$ cat src/rtl/opdec_pkg.sv
package opdec_pkg;
  localparam int FIELD_W   = 6;
  localparam int REG_IDX_W = 3;
  localparam int REG_N     = 1 << REG_IDX_W;
  localparam int LIT_W     = FIELD_W - 1;

  typedef enum logic [2:0] {
    WK_NONE = 3'd0,
    WK_GPR  = 3'd1,
    WK_MEM  = 3'd2,
    WK_SP   = 3'd3,
    WK_PC   = 3'd4,
    WK_OVF  = 3'd5
  } wrKind_e;

  typedef enum logic [2:0] {
    SRC_ZERO, SRC_GPR, SRC_MEM, SRC_SP, SRC_PC, SRC_OVF, SRC_EXT, SRC_LIT
  } srcSel_e;

  typedef enum logic [2:0] {
    AD_REG, AD_EXTREG, AD_SP, AD_SPDEC, AD_EXT
  } addrSel_e;

  typedef struct packed {
    srcSel_e              src;
    wrKind_e              wrKind;
    addrSel_e             addrSel;
    logic                 useExt;
    logic                 memRd;
    logic                 spInc;
    logic                 spDec;
    logic [REG_IDX_W-1:0] regIdx;
    logic [LIT_W-1:0]     litVal;
  } ctrl_t;
endpackage

$ cat src/rtl/opdec_ctrl.sv
module opdec_ctrl
  import opdec_pkg::*;
(
  input  logic               decValid,
  input  logic               skipMode,
  input  logic [FIELD_W-1:0] opField,
  output ctrl_t              ctrl
);
  ctrl_t raw;

  always_comb begin
    raw         = '0;
    raw.src     = SRC_ZERO;
    raw.wrKind  = WK_NONE;
    raw.addrSel = AD_REG;
    raw.regIdx  = opField[REG_IDX_W-1:0];
    raw.litVal  = opField[LIT_W-1:0];
    if (opField[FIELD_W-1]) begin
      raw.src = SRC_LIT;
    end else begin
      case (opField[4:3])
        2'b00: begin
          raw.src    = SRC_GPR;
          raw.wrKind = WK_GPR;
        end
        2'b01: begin
          raw.src    = SRC_MEM;
          raw.memRd  = 1'b1;
          raw.wrKind = WK_MEM;
        end
        2'b10: begin
          raw.src     = SRC_MEM;
          raw.memRd   = 1'b1;
          raw.wrKind  = WK_MEM;
          raw.addrSel = AD_EXTREG;
          raw.useExt  = 1'b1;
        end
        default: begin
          case (opField[2:0])
            3'd0: begin
              raw.src = SRC_MEM; raw.memRd = 1'b1; raw.wrKind = WK_MEM;
              raw.addrSel = AD_SP; raw.spInc = 1'b1;
            end
            3'd1: begin
              raw.src = SRC_MEM; raw.memRd = 1'b1; raw.wrKind = WK_MEM;
              raw.addrSel = AD_SP;
            end
            3'd2: begin
              raw.src = SRC_MEM; raw.memRd = 1'b1; raw.wrKind = WK_MEM;
              raw.addrSel = AD_SPDEC; raw.spDec = 1'b1;
            end
            3'd3: begin raw.src = SRC_SP;  raw.wrKind = WK_SP;  end
            3'd4: begin raw.src = SRC_PC;  raw.wrKind = WK_PC;  end
            3'd5: begin raw.src = SRC_OVF; raw.wrKind = WK_OVF; end
            3'd6: begin
              raw.src = SRC_MEM; raw.memRd = 1'b1; raw.wrKind = WK_MEM;
              raw.addrSel = AD_EXT; raw.useExt = 1'b1;
            end
            default: begin
              raw.src = SRC_EXT; raw.useExt = 1'b1;
            end
          endcase
        end
      endcase
    end
  end

  // Skip keeps only the extension-word consumption; idle blocks all strobes.
  always_comb begin
    ctrl = raw;
    if (skipMode) begin
      ctrl.src    = SRC_ZERO;
      ctrl.wrKind = WK_NONE;
      ctrl.memRd  = 1'b0;
      ctrl.spInc  = 1'b0;
      ctrl.spDec  = 1'b0;
    end
    if (!decValid) begin
      ctrl.memRd = 1'b0;
      ctrl.spInc = 1'b0;
      ctrl.spDec = 1'b0;
    end
  end
endmodule

$ cat src/rtl/opdec_dpath.sv
module opdec_dpath
  import opdec_pkg::*;
#(
  parameter int WORD_W = 16
) (
  input  logic                    clk,
  input  logic                    rstN,
  input  logic                    decValid,
  input  ctrl_t                   ctrl,
  input  logic [REG_N*WORD_W-1:0] regFile,
  input  logic [WORD_W-1:0]       spIn,
  input  logic [WORD_W-1:0]       pcIn,
  input  logic [WORD_W-1:0]       ovfIn,
  input  logic [WORD_W-1:0]       extWord,
  input  logic [WORD_W-1:0]       memRdData,
  output logic                    memRdEn,
  output logic [WORD_W-1:0]       memRdAddr,
  output logic                    resValid,
  output logic [WORD_W-1:0]       rdValue,
  output logic [2:0]              wrKind,
  output logic [WORD_W-1:0]       wrAddr,
  output logic                    extUsed,
  output logic [WORD_W-1:0]       pcNext,
  output logic [WORD_W-1:0]       spNext,
  output logic                    spWe
);
  logic [WORD_W-1:0] regArr [REG_N];

  for (genvar g = 0; g < REG_N; g++) begin : g_unpack
    assign regArr[g] = regFile[g*WORD_W +: WORD_W];
  end

  logic [WORD_W-1:0] selReg, spDecd, addr, holdNext, wrAddrNext;

  assign selReg = regArr[ctrl.regIdx];
  assign spDecd = spIn - WORD_W'(1);

  always_comb begin
    case (ctrl.addrSel)
      AD_EXTREG: addr = extWord + selReg;
      AD_SP:     addr = spIn;
      AD_SPDEC:  addr = spDecd;
      AD_EXT:    addr = extWord;
      default:   addr = selReg;
    endcase
  end

  always_comb begin
    case (ctrl.src)
      SRC_GPR: holdNext = selReg;
      SRC_SP:  holdNext = spIn;
      SRC_PC:  holdNext = pcIn;
      SRC_OVF: holdNext = ovfIn;
      SRC_EXT: holdNext = extWord;
      SRC_LIT: holdNext = WORD_W'(ctrl.litVal);
      default: holdNext = '0;
    endcase
  end

  always_comb begin
    case (ctrl.wrKind)
      WK_GPR:  wrAddrNext = WORD_W'(ctrl.regIdx);
      WK_MEM:  wrAddrNext = addr;
      default: wrAddrNext = '0;
    endcase
  end

  assign memRdEn   = ctrl.memRd;
  assign memRdAddr = addr;

  logic              isMemQ;
  logic [WORD_W-1:0] holdQ;
  logic [2:0]        wrKindQ;

  always_ff @(posedge clk or negedge rstN) begin
    if (!rstN) begin
      resValid <= 1'b0;
      isMemQ   <= 1'b0;
      holdQ    <= '0;
      wrKindQ  <= '0;
      wrAddr   <= '0;
      extUsed  <= 1'b0;
      pcNext   <= '0;
      spNext   <= '0;
      spWe     <= 1'b0;
    end else begin
      resValid <= decValid;
      if (decValid) begin
        isMemQ  <= (ctrl.src == SRC_MEM);
        holdQ   <= holdNext;
        wrKindQ <= ctrl.wrKind;
        wrAddr  <= wrAddrNext;
        extUsed <= ctrl.useExt;
        pcNext  <= pcIn + WORD_W'(ctrl.useExt);
        spWe    <= ctrl.spInc | ctrl.spDec;
        spNext  <= ctrl.spInc ? spIn + WORD_W'(1) : (ctrl.spDec ? spDecd : spIn);
      end else begin
        wrKindQ <= '0;
        extUsed <= 1'b0;
        spWe    <= 1'b0;
      end
    end
  end

  assign wrKind  = wrKindQ;
  assign rdValue = isMemQ ? memRdData : holdQ;
endmodule

$ cat src/rtl/operand_decoder.sv
module operand_decoder
  import opdec_pkg::*;
#(
  parameter int WORD_W = 16
) (
  input  logic                    clk,
  input  logic                    rstN,
  input  logic                    decValid,
  input  logic                    skipMode,
  input  logic [FIELD_W-1:0]      opField,
  input  logic [REG_N*WORD_W-1:0] regFile,
  input  logic [WORD_W-1:0]       spIn,
  input  logic [WORD_W-1:0]       pcIn,
  input  logic [WORD_W-1:0]       ovfIn,
  input  logic [WORD_W-1:0]       extWord,
  input  logic [WORD_W-1:0]       memRdData,
  output logic                    memRdEn,
  output logic [WORD_W-1:0]       memRdAddr,
  output logic                    resValid,
  output logic [WORD_W-1:0]       rdValue,
  output logic [2:0]              wrKind,
  output logic [WORD_W-1:0]       wrAddr,
  output logic                    extUsed,
  output logic [WORD_W-1:0]       pcNext,
  output logic [WORD_W-1:0]       spNext,
  output logic                    spWe
);
  ctrl_t ctrl;

  opdec_ctrl i_ctrl (
    .decValid (decValid),
    .skipMode (skipMode),
    .opField  (opField),
    .ctrl     (ctrl)
  );

  opdec_dpath #(.WORD_W(WORD_W)) i_dpath (
    .clk       (clk),
    .rstN      (rstN),
    .decValid  (decValid),
    .ctrl      (ctrl),
    .regFile   (regFile),
    .spIn      (spIn),
    .pcIn      (pcIn),
    .ovfIn     (ovfIn),
    .extWord   (extWord),
    .memRdData (memRdData),
    .memRdEn   (memRdEn),
    .memRdAddr (memRdAddr),
    .resValid  (resValid),
    .rdValue   (rdValue),
    .wrKind    (wrKind),
    .wrAddr    (wrAddr),
    .extUsed   (extUsed),
    .pcNext    (pcNext),
    .spNext    (spNext),
    .spWe      (spWe)
  );
endmodule

$ cat config.mk
export PLATFORM = sky130hd
export DESIGN_NAME = operand_decoder
export DESIGN_NICKNAME = d
export VERILOG_FILES = /design/src/rtl/opdec_pkg.sv /design/src/rtl/opdec_ctrl.sv /design/src/rtl/opdec_dpath.sv /design/src/rtl/operand_decoder.sv
export SDC_FILE = /design/constraint.sdc
export NUM_CORES = 1
export LEC_CHECK = 0
export BUFFER_PORTS_ARGS = -buffer_cell sky130_fd_sc_hd__buf_2
export CAP_MARGIN = 40
export CORE_MARGIN = 2
export CORE_UTILIZATION = 40
export DETAILED_ROUTE_END_ITERATION = 10
export HOLD_SLACK_MARGIN = 0.06
export PLACE_DENSITY = 0.69
export SYNTH_ARGS = -nofsm -noshare
export SYNTH_HDL_FRONTEND = slang
export SYNTH_SLANG_ARGS = --single-unit
$ cat constraint.sdc
create_clock -name clk -period 4.5 [get_ports clk]
set_clock_uncertainty 0.05 [all_clocks]
set_input_delay 0.45 -clock clk [delete_from_list [all_inputs] [get_ports clk]]
set_output_delay 0.45 -clock clk [all_outputs]
set_load 0.01 [all_outputs]
* Yosys cells after proc, flatten, opt, wreduce, memory -nomap -nowiden *
Index checks and enable logic that the tools add are counted.

word-level totals
  memories kept = 0
  ROM bits = 0
  output and inout bits = 87
  bits in latches = 0
  bits of input ports = 218
  word-level logic and storage cells = 73
  bits in registers = 71
  RAM bits = 0

operators by class
  add/sub/neg operators = 4
  multipliers = 0
  shift-type cells = 0
  magnitude comparators = 1
  equality and inequality tests = 21
  divide/modulo/power cells = 0
  bitwise gates (word level) = 2
  multiplexer cells = 28
  reduce and logical (&&, ||, !) cells = 8

operators with widths
  operator                                                               number
  16-bit case mux with 6 select lines                                    1
  16-bit 2-to-1 mux                                                      5
  16-bit case mux with 4 select lines                                    1
  16-bit binary-select mux with 3-bit select                             1
  16-bit case mux with 2 select lines                                    1
  3-bit equality test, second input constant                             8
  3-bit case mux with 4 select lines                                     2
  3-bit by 2-bit equality test with 1-bit output, second input constant  7
  16-bit by 1-bit adder with 16-bit output                               1
  16-bit by 1-bit adder with 16-bit output, second input constant        1
  16-bit adder                                                           1
  16-bit by 1-bit subtractor with 16-bit output, second input constant   1
  3-bit by 1-bit equality test with 1-bit output, second input constant  4
  3-bit 2-to-1 mux                                                       4
  6-bit case mux with 2 select lines                                     1
  10-bit 2-to-1 mux                                                      1
  3-bit case mux with 3 select lines                                     1
  4-bit case mux with 2 select lines                                     1
  1-bit 2-to-1 mux                                                       6
  6-bit 2-to-1 mux                                                       1
  2-bit OR reduction                                                     3
  6-bit OR reduction                                                     1
  4-bit greater-or-equal comparator, second input constant               1
  3-bit inverter with 4-bit output                                       1
  9 further kinds                                                        9

* Logic depth before layout (Yosys ltp) *
  depth after elaboration = 9
  mapped depth = 13
  gate-level depth less buffers = 11

* By module *
Synthesis repeated with hierarchy kept, for this count alone.

unflattened totals
  cell total of the unflattened synthesis = 810
  area, all modules = 7,024.2 sq um

modules (own cells, without submodules)
  module       cells each  instances  sequential area each (sq um)  area each (sq um)
  opdec_dpath  763         1          1,776.7                       6,721.4
  opdec_ctrl   47          1          0.0                           302.8

* Least setup slack after synthesis *
Ideal clock, no wire load.

  path type = input to output
  start = input port opField[0]
  end = output port memRdAddr[12]
  data required time = 4.000 ns
  setup slack = 0.403 ns
  buffers on the path = 2
  arrival = 3.597 ns
  stages = 13
  cell sequence = buf_4 buf_2 mux4_2 mux2i_1 inv_1 ha_1 fa_1 a21o_1 a221o_1 a21o_1 o21ai_0 xor2_1 o21ai_0

between the ends
  cells in the longest elaborated chain, start to end = 7
  elaborated cells on any way between the ends = 18
  those cells by class = 1 x add/sub; 7 x eq/ne; 7 x mux; 1 x bitwise; 2 x reduce/logical

ends and longest elaborated chain
  what                                                  RTL line               source
  start: declaration                                    operand_decoder.sv:10  input logic [FIELD_W-1:0] opField,
  branches (longest 6 deep; another with 16-bit adder)  n/a
  16-bit case mux with 4 select lines (*)               opdec_dpath.sv:39      case (ctrl.addrSel)
  end: declaration                                      operand_decoder.sv:18  output logic [WORD_W-1:0] memRdAddr,

Every way passes the cells marked *. The select of a mux whose other input is x is not followed.

* Worst setup path after layout *
  start = input port opField[0]
  end = output port memRdAddr[8]

The elaborated chain is that of the path after synthesis.

==> metrics.csv <==
stage,metric,value,unit
cells_and_area,num-nets-final,1318,
power_and_ir_drop,power_frac_seq,31.3,%
sta,setup_viol,0,
synth,synth_flop_cell,dfrtp_1,
routing,post_drt_wl_per_cell,23.3,um
sta,period_needed,4.20,ns
clock_network,cts.path.max_buffers,2,
cells_and_area,utilization,52.4,%
critical_path,critical_path_class,input port to output pin,
synth,synth.area.top_cells,"dfrtp_1, mux4_2, mux2_2",
synth,synth-seq-cells,71,
clock_network,cts_num_sinks,71,
routing,drc,0,
power_and_ir_drop,ir_drop,161,uV
cells_and_area,n_fill_cell,1652,
power_and_ir_drop,swShare,37.3,%
critical_path,endpoint_kind,output pin,
run,drv_cap,0,
critical_path,r2r_slack,3.34,ns
grt,grt.total_usage,32.5,%
critical_path,worstPathRequired,4.00,ns
power_and_ir_drop,p_int,1420,uW
routing,drt-initial-drc-count,735,
synth,synth_area_leader_cell,dfrtp_1,
sta,rsz0062_at_grt,false,
critical_path,cp-start-kind,input port,
routing,firstDrtPassIters,6,
synth,ys_types,71,
die,io-pin-count,305,
die,num_rows,48,
synth,synth_top_area_share,25.6,%
clock_network,clk_latency,0.34,ns
sta,worst_pin_slew,0.941,ns
grt,grt.busiest_layer,met2,
placement,hpwlAfterDp,25100,um
clock_network,cts_tree,done,
synth,syn_avg_cell_area,8.66,um2
cells_and_area,multi_input_comb_area,0.00482,mm2
grt,grt-ovfl-total,0,
clock_network,cts_root_buffer,clkbuf_16,
cells_and_area,seq_area,0.00178,mm2
clock_network,cts_buffers,9,
grt,antenna_found_initial,1,
worst_hold_path,hold_start,pcIn[13],
critical_path,crit_path_max_incr_delay,0.52,ns
placement,pre_cts_slack,0.307,ns
routing,vias,7906,
grt,grt_max_degree,53,
die,die_w,136,um
worst_hold_path,hold_end,i_dpath.pcNext[13],
grt,use_met3,5.61,%
routing,antenna_left,0,
grt,met1_usage,40.3,%
clock_network,ctsResizeCount,0,
sta,drv_slew,0,
critical_path,crit_fanout,7,
cells_and_area,final_layout_size_suffix_gt1_share,39.0,%
critical_path,cp_data_arrival_time,3.70,ns
worst_hold_path,hold_path_class,input port to flip-flop,
sta,setup_tns,0,ns
power_and_ir_drop,power,2270,uW
synth,netlist_instances,802,
power_and_ir_drop,powerDensity,253,mW/mm2
sta,setup_slack,0.300,ns
grt,grt_pass1_vias,7553,
die,die_h,136,um
critical_path,crit_path_top_delay_cell,mux4_2,
power_and_ir_drop,pwr-share-clk,31.5,%
power_and_ir_drop,pwr-share-comb,37.3,%
synth,syn_area,0.00694,mm2
die,start_util,40.6,%
clock_network,cts_setup_buffers,0,
sta,hold_viol,0,
worst_hold_path,hold_path_depth,3,
placement,gp_congestion,0.997,
sta,max_freq,238,MHz
synth,synth_nets,1044,
routing,routed_wl,30400,um
grt,grt_pass1_wl,44500,um
power_and_ir_drop,p_leak,0.00417,uW
sta,post-route-period-util,93.3,%
synth,yosysWarnings,0,
synth,synth_edf_count,0,
critical_path,reg2reg_depth,4,
routing,viasPerCell,6.05,
critical_path,path_cells,"buf_2, mux4_2, mux2i_1, inv_1, ha_1, fa_1, a21o_1, a221o_1, a31oi_1, mux2i_1, a31oi_1, buf_2",
clock_network,cts.reportedPaths.clkPinSlew,0.06,ns
synth,synthArstFlopShare,100,%
critical_path,r2r-start,i_dpath.wrAddr[11],
die,fp.coreArea,0.0171,mm2
synth,ys_seq_area_share,25.6,%
power_and_ir_drop,power_switching,846,uW
die,dieArea,0.0184,mm2
status,status,finished clean,
critical_path,r2r_end,i_dpath.wrAddr[11],
placement,io_buffers,304,
sta,max_slew_margin,36.8,%
cells_and_area,area_growth,29.3,%
clock_network,ctsHoldBuffers,1,
grt,met2_usage,56.1,%
clock_network,htree_levels,3,
## cell type report
type	instances	area share [%]
Antenna cell	1	0.0279
Clock buffer	9	2.51
Clock inverter	7	0.683
Inverter	20	0.836
Multi-Input combinational cell	645	53.7
Sequential cell	71	19.8
Tap cell	225	3.14
Timing Repair Buffer	329	19.3
## power by group through the flow
stage | Clock, uW | Sequential (uW) | Combinational, uW
global route | 748 | 714 | 913
global placement | 0 | 720 | 834
CTS | 718 | 710 | 838
floorplan | 0 | 732 | 460
finish | 714 | 709 | 846
detailed placement | 0 | 721 | 834
## worst max-delay path by stage
stage                from             to  slack (ns)  cells after the start
6_report       opField[0]   memRdAddr[8]        0.30                     12
5_1_grt        opField[0]  memRdAddr[10]        0.07                     13
4_1_cts        opField[0]   memRdAddr[8]        0.29                     12
3_5_place_dp   opField[0]   memRdAddr[8]        0.31                     12
3_3_place_gp   opField[0]   memRdAddr[8]        0.33                     12
2_1_floorplan  opField[0]  memRdAddr[12]        0.40                     13
## cell usage after synthesis, types with 10 or more instances
cell,count
nor3_1,18
dfrtp_1,71
ha_1,23
mux2i_1,11
nand3_1,26
a22oi_1,17
clkbuf_1,40
mux4_2,30
nand2_1,79
buf_2,19
a31oi_1,10
nor2_1,73
nor2b_1,13
a221oi_1,11
nor4_1,10
mux2_2,29
xor2_1,22
inv_1,19
and3_1,13
a222oi_1,10
o21ai_0,24
xnor2_1,19
a22o_1,16
a21oi_1,54
## per-layer routing
layer | up-vias | routed length [um]
li1 | 3615 | -
met1 | 3759 | 11700
met2 | 472 | 14800
met3 | 60 | 2790
met4 | 0 | 1150
met5 | - | 0
## critical path, delay by kind of cell
family / cells / cell delay, ns
compound gates: 4 / 1.24
mux: 3 / 0.88
buf+inv: 3 / 0.50
fa+ha+maj: 2 / 0.61
## flip-flops by register name, indices dropped and copies added (netlist names)
name / flops
i_dpath.resValid: 1
i_dpath.wrKind: 3
i_dpath.wrAddr: 16
i_dpath.spWe: 1
i_dpath.spNext: 16
i_dpath.isMemQ: 1
i_dpath.extUsed: 1
i_dpath.holdQ: 16
i_dpath.pcNext: 16
## metrics by stage
step / area (um2) / hold slack, ns / cells
6_report: 8980 / 0.407 / 1307
5_1_grt: 8980 / 0.416 / 1307
4_1_cts: 8970 / 0.398 / 1306
3_5_place_dp: 8680 / 0.363 / 1289
3_3_place_gp: 8650 / 0.413 / 1287
2_1_floorplan: 6940 / 0.104 / 802
## logic make-up after synthesis
logic type / Yosys count / synth area share [%]
AOI/OAI and AO/OA: 230 / 23.5
xor gates and xnor gates: 41 / 5.17
adders and majority gates: 24 / 4.43
buffers and inverters: 86 / 5.05
DFF: 71 / 25.6
muxes: 70 / 16.0
and+or+nand+nor: 280 / 20.3
## layout by cell type (no fill, tap or decap), types with 16 or more instances in the layout
cell type	netlist	final
buf_2	19	305
nand2_1	79	79
nor2_1	73	73
dfrtp_1	71	71
a21oi_1	54	54
mux4_2	30	30
mux2_2	29	29
nand3_1	26	26
o21ai_0	24	24
ha_1	23	23
xor2_1	22	22
buf_4	1	21
inv_1	19	19
xnor2_1	19	19
nor3_1	18	18
a22oi_1	17	17
a22o_1	16	16
Note: power is estimated with default switching activity, not from simulation.
